### src/rtl/lec_pkg.sv
package lec_pkg;
  typedef enum logic [1:0] {
    REG_CTRL   = 2'd0,
    REG_STAT   = 2'd1,
    REG_CNT_LO = 2'd2,
    REG_CNT_HI = 2'd3
  } lec_reg_e;

  localparam int CTRL_MODE_BIT = 0;
  localparam int CTRL_FRZ_BIT  = 1;
  localparam int STAT_IRQ_BIT  = 0;
endpackage

### src/rtl/lec_live_cnt.sv
module lec_live_cnt #(
  parameter int CNT_W = 16
) (
  input  logic             clk,
  input  logic             rst_n,
  input  logic             err_pulse,
  input  logic             restart,
  output logic [CNT_W-1:0] live_cnt
);
  localparam logic [CNT_W-1:0] CNT_MAX = '1;

  // next running count: restart opens a new interval that already holds
  // a coincident pulse; otherwise saturating increment
  function automatic logic [CNT_W-1:0] next_count(
    input logic [CNT_W-1:0] cur,
    input logic             pulse,
    input logic             new_ivl
  );
    if (new_ivl) return pulse ? CNT_W'(1) : '0;
    if (pulse && cur != CNT_MAX) return cur + 1'b1;
    return cur;
  endfunction

  always_ff @(posedge clk) begin
    if (!rst_n) live_cnt <= '0;
    else        live_cnt <= next_count(live_cnt, err_pulse, restart);
  end
endmodule

### src/rtl/lec_hold.sv
module lec_hold #(
  parameter int CNT_W = 16
) (
  input  logic             clk,
  input  logic             rst_n,
  input  logic             restart,
  input  logic [CNT_W-1:0] live_cnt,
  output logic [CNT_W-1:0] hold_cnt
);
  always_ff @(posedge clk) begin
    if (!rst_n)       hold_cnt <= '0;
    else if (restart) hold_cnt <= live_cnt;
  end
endmodule

### src/rtl/lec_regs.sv
module lec_regs
  import lec_pkg::*;
#(
  parameter int CNT_W  = 16,
  parameter int BYTE_W = CNT_W / 2
) (
  input  logic              clk,
  input  logic              rst_n,
  input  logic [1:0]        bus_addr,
  input  logic              bus_wr,
  input  logic              bus_rd,
  input  logic [BYTE_W-1:0] bus_wdata,
  output logic [BYTE_W-1:0] bus_rdata,
  input  logic              tick_1s,
  input  logic [CNT_W-1:0]  vis_cnt,
  output logic              mode_auto,
  output logic              frz,
  output logic              frz_edge,
  output logic              irq_set,
  output logic              irq,
  output logic [BYTE_W-1:0] hi_snap
);
  lec_reg_e reg_sel;
  logic     ctrl_wr, stat_clr, lo_rd;
  logic     unused_wbits;

  assign reg_sel  = lec_reg_e'(bus_addr);
  assign ctrl_wr  = bus_wr && reg_sel == REG_CTRL;
  assign stat_clr = bus_wr && reg_sel == REG_STAT && bus_wdata[STAT_IRQ_BIT];
  assign lo_rd    = bus_rd && reg_sel == REG_CNT_LO;

  // freeze edge counts only in manual mode, judged on the current mode
  assign frz_edge = ctrl_wr && bus_wdata[CTRL_FRZ_BIT] && !frz && !mode_auto;
  assign irq_set  = tick_1s && mode_auto;

  assign unused_wbits = ^bus_wdata[BYTE_W-1:2];

  always_ff @(posedge clk) begin
    if (!rst_n) begin
      mode_auto <= 1'b0;
      frz       <= 1'b0;
      irq       <= 1'b0;
      hi_snap   <= '0;
    end else begin
      if (ctrl_wr) begin
        mode_auto <= bus_wdata[CTRL_MODE_BIT];
        frz       <= bus_wdata[CTRL_FRZ_BIT];
      end
      irq <= irq_set | (irq & ~stat_clr);
      if (lo_rd) hi_snap <= vis_cnt[CNT_W-1:BYTE_W];
    end
  end

  always_comb begin
    unique case (reg_sel)
      REG_CTRL:   bus_rdata = {{(BYTE_W-2){1'b0}}, frz, mode_auto};
      REG_STAT:   bus_rdata = {{(BYTE_W-1){1'b0}}, irq};
      REG_CNT_LO: bus_rdata = vis_cnt[BYTE_W-1:0];
      default:    bus_rdata = hi_snap;
    endcase
  end
endmodule

### src/rtl/line_err_counter.sv
module line_err_counter #(
  parameter int CNT_W = 16
) (
  input  logic               clk,
  input  logic               rst_n,
  input  logic               err_pulse,
  input  logic               tick_1s,
  input  logic [1:0]         bus_addr,
  input  logic               bus_wr,
  input  logic               bus_rd,
  input  logic [CNT_W/2-1:0] bus_wdata,
  output logic [CNT_W/2-1:0] bus_rdata,
  output logic               irq
);
  localparam int BYTE_W = CNT_W / 2;

  logic [CNT_W-1:0]  live_cnt, hold_cnt, vis_cnt;
  logic [BYTE_W-1:0] hi_snap;
  logic              mode_auto, frz, frz_edge, irq_set, restart_evt;

  // one restart event serves both modes: latch-and-clear
  assign restart_evt = irq_set | frz_edge;
  assign vis_cnt     = (mode_auto || frz) ? hold_cnt : live_cnt;

  lec_live_cnt #(.CNT_W(CNT_W)) u_live (
    .clk(clk), .rst_n(rst_n), .err_pulse(err_pulse),
    .restart(restart_evt), .live_cnt(live_cnt)
  );

  lec_hold #(.CNT_W(CNT_W)) u_hold (
    .clk(clk), .rst_n(rst_n), .restart(restart_evt),
    .live_cnt(live_cnt), .hold_cnt(hold_cnt)
  );

  lec_regs #(.CNT_W(CNT_W), .BYTE_W(BYTE_W)) u_regs (
    .clk(clk), .rst_n(rst_n),
    .bus_addr(bus_addr), .bus_wr(bus_wr), .bus_rd(bus_rd),
    .bus_wdata(bus_wdata), .bus_rdata(bus_rdata),
    .tick_1s(tick_1s), .vis_cnt(vis_cnt),
    .mode_auto(mode_auto), .frz(frz), .frz_edge(frz_edge),
    .irq_set(irq_set), .irq(irq), .hi_snap(hi_snap)
  );
endmodule

### config.mk
export PLATFORM = sky130hd
export DESIGN_NAME = line_err_counter
export DESIGN_NICKNAME = d
export VERILOG_FILES = /design/src/rtl/lec_pkg.sv /design/src/rtl/lec_live_cnt.sv /design/src/rtl/lec_hold.sv /design/src/rtl/lec_regs.sv /design/src/rtl/line_err_counter.sv
export SDC_FILE = /design/constraint.sdc
export NUM_CORES = 1
export LEC_CHECK = 0
export BUFFER_PORTS_ARGS = -buffer_cell sky130_fd_sc_hd__buf_2
export CAP_MARGIN = 20
export CORE_MARGIN = 10
export CORE_UTILIZATION = 53
export CTS_CLUSTER_SIZE = 30
export DETAILED_ROUTE_END_ITERATION = 7
export PLACE_DENSITY = 0.88
export SETUP_SLACK_MARGIN = 0.5
export SYNTH_ARGS = -nofsm -noshare
export SYNTH_HDL_FRONTEND = slang
export SYNTH_HIERARCHICAL = 1
export SYNTH_SLANG_ARGS = --single-unit
### constraint.sdc
create_clock -name clk -period 1.8 [get_ports clk]
set_input_delay 0.36 -clock clk [delete_from_list [all_inputs] [get_ports clk]]
set_output_delay 0.36 -clock clk [all_outputs]
set_load 0.01 [all_outputs]
==> run_results.csv <==
group,metric,value,unit
clock_tree,clkSinkCount,43,
timing,fin_tns_setup,-1.63,ns
critical_path,slowest_stage,"mux4_2",
critical_path,crit_path_end_kind,"primary output",
detailed_routing,num_vias,2004,
clock_tree,clk_pin_slew_worst_paths,0.08,ns
timing,finalClockSkew,0.00422,ns
detailed_routing,firstDrtPassIters,4,
outcome,status,"complete, but fails checks",
timing,tightest_slew,0.557,ns
critical_path,max_stage_delay,0.46,ns
detailed_routing,wire_per_inst,17.7,µm
floorplanning,rows,24,
yosys,synth_seq_area_share,35.4,%
final_layout,fin_cells,344,
critical_path,cp.arrival,1.71,ns
job,maxCapViolations,0,
floorplanning,start_util,55.2,%
floorplanning,core-area,4410,µm²
critical_path,reg2reg_slack,0.04,ns
yosys,yosysWarnings,6,
yosys,synth_edf_count,0,
timing,whs,0.298,ns
place,dp.final_hpwl,3670,µm
timing,period_share,115,%
yosys,synth_xor_area_share,0,%
yosys,synthArstFlopShare,0,%
yosys,syn_nets,256,
floorplanning,io_pins,25,
global_routing,grt_max_degree,39,
final_layout,layout.nets,308,
detailed_routing,antenna_left,0,
yosys,synthCells,239,
place,dp.cells,312,
final_layout,diodes,0,
place,io_buffers,18,
clock_tree,cts_made_buffers,5,
yosys,synth_top_family_by_area,"simple AND/OR/NAND/NOR gates",
clock_tree,insertion_delay,0.30,ns
global_routing,grt_pass1_vias,1982,
timing,fin_ws,-0.272,ns
final_layout,area_growth,30.9,%
critical_path,critPathTopFamily,"multiplexers",
yosys,synthMuxAreaShare,24.0,%
timing,rsz0062_at_grt,"true",
detailed_routing,routed_via_density,5.83,
yosys,netlist_area,2430,µm²
critical_path,required,1.44,ns
power,p_leak,1.25,nW
critical_path,cp_cell_sequence,"nor2_4, mux2_4, mux4_2, buf_6",
detailed_routing,drc,0,
critical_path,worstSetupPathType,"flop to primary output",
timing,final-setup-viol-count,8,
yosys,synthFlopType,"dfxtp_1",
critical_path,crit_path_start_kind,"flop",
clock_tree,root_buffer,"clkbuf_8",
final_layout,layout-drive-gt1-share,48.3,%
yosys,yosys.area_share.adder,0.514,%
yosys,yosysUniqueCellTypes,53,
critical_path,crit_buf_inv,1,
final_layout,layout.cell_area.non_filler,3190,µm²
yosys,synthSimpleGateAreaFrac,26.1,%
timing,finalHoldViolCount,0,
outcome,violations,"setup timing",
power,powerDensity,571,nW/µm²
timing,max-slew-margin-rel,62.6,%
power,peakVddDrop,564,µV
global_routing,gr-total-overflow,0,
global_routing,antenna_found_initial,0,
yosys,synth-seq-cells,43,
final_layout,postLayoutCoreUtil,72.2,%
critical_path,crit_fanout,3,
floorplanning,die_area,7710,µm²
detailed_routing,drt_iter0_markers,100,
place,place_area,2700,µm²
detailed_routing,finalWirelength,6080,µm
clock_tree,clockBufferDepth,2,
global_routing,grt_pass1_wl,9490,µm
yosys,synth_compound_area_share,8.43,%
worst_hold_path,min_path_type,"input port to flop",
clock_tree,cts_tree,"built",
place,routabilityCongestion,0.753,
clock_tree,htree_num_levels,2,
floorplanning,die_h,87.8,µm
global_routing,grt_usage,15.3,%
timing,fmax,483,MHz
timing,post-route-min-period,2.07,ns
yosys,avgSynthCellArea,10.2,µm²
floorplanning,dieWidth,87.8,µm
timing,final_max_slew_viol_count,0,
==> cell usage in the layout, fill, tap and decap left out, types with 3 or more instances in the layout <==
| master | n |
|---|---|
| nand2_1 | 26 |
| dfxtp_4 | 5 |
| dfxtp_2 | 10 |
| inv_1 | 3 |
| dfxtp_1 | 28 |
| clkbuf_8 | 5 |
| nand4_4 | 3 |
| nand2_2 | 3 |
| nor2b_1 | 23 |
| a21oi_2 | 7 |
| nand4_1 | 5 |
| or4_4 | 3 |
| buf_4 | 27 |
| o21ai_0 | 5 |
| mux2i_1 | 31 |
| buf_2 | 17 |
| buf_6 | 9 |
| mux2_4 | 15 |
==> registers in the layout, indices dropped and copies added, names as in the netlist <==
| register | cells |
|---|---|
| u_hold/hold_cnt | 16 |
| u_live/live_cnt | 16 |
| u_regs/frz | 1 |
| u_regs/hi_snap | 8 |
| u_regs/irq | 1 |
| u_regs/mode_auto | 1 |
==> metal layers <==
layer	GRT usage, %	wire, µm	share of wire (%)	vias to the layer above
li1	-	-	-	983
met1	18.8	2720	45	963
met2	25.2	2940	48	44
met3	3.62	305	5.0	14
met4	5.80	106	1.7	0
met5	0	0	0	-
==> kinds of logic (layout without fill, tap and decap cells) <==
kind of cell / count (synthesis) / in the layout
AND/OR/NAND/NOR: 98 / 98
AO/OA/AOI/OAI: 30 / 30
adder cells (fa/ha/maj): 1 / 1
buffers and inverters: 16 / 69
flip-flops: 43 / 43
multiplexers: 51 / 51
==> what timing repair did <==
action                     in CTS  in global routing
hold buffers                    0                  0
pin swaps                      12                  3
gates cloned                    2                  0
setup endpoints to repair      48                 48
resized for setup              38                 19
setup buffers                   9                 13
==> synthesized netlist by cell type, drive strengths merged (2+ instances only) <==
master | count | area (µm²)
nor3 | 2 | 10.0
o21ai | 6 | 30.0
buf | 11 | 118
nor2b | 23 | 144
or3 | 3 | 18.8
mux2i | 33 | 330
nand2 | 29 | 109
nor2 | 4 | 25.0
mux2 | 17 | 229
o211ai | 2 | 15.0
and4 | 4 | 40.0
a21oi | 8 | 40.0
nor4 | 3 | 40.0
inv | 3 | 11.3
clkbuf | 2 | 7.51
and3 | 2 | 12.5
or2 | 2 | 12.5
nand3 | 3 | 15.0
o41ai | 2 | 17.5
o311ai | 2 | 17.5
and2 | 3 | 18.8
o31ai | 4 | 30.0
nand4 | 8 | 77.6
dfxtp | 43 | 861
or4 | 4 | 30.0
==> final timing paths <==
kind | from | endpoint | cells past startpoint
setup / recovery | u_regs/mode_auto | bus_rdata[0] | 4
hold reg to reg | u_regs/hi_snap[1] | u_regs/hi_snap[1] | 2
setup reg to reg | u_regs/mode_auto | u_live/live_cnt[5] | 8
hold / removal | bus_wdata[1] | u_regs/frz | 3
==> power by group <==
part           leakage (nW)  total, mW  internal [mW]  switching, mW
Sequential            0.356      0.964          0.954         0.0105
Clock                0.0422      0.614          0.273          0.342
Combinational         0.848      0.243          0.134          0.110
Total                  1.25       1.82           1.36          0.462
==> worst min-delay path: stages <==
cell	delay, ns
buf_2	0.10
nand2_1	0.05
mux2i_1	0.05
==> area by class of cell <==
cell class	instances	area, µm²
flip-flops and latches	43	892
repair buffers	58	478
fillers	281	1230
well taps	52	65.1
multi-input cells	180	1660
inverters	3	11.3
clock buffers	7	76.3
clock inverters	1	5.00
==> through the flow <==
step / setup WS [ns] / power [mW]
3_5_place_dp: 0.0509 / 1.16
3_3_place_gp: 0.0721 / 1.16
5_1_grt: -0.322 / 1.89
6_report: -0.272 / 1.82
2_1_floorplan: 0.101 / 1.13
4_1_cts: -0.267 / 1.79
Power figures use the tool's default switching activity.
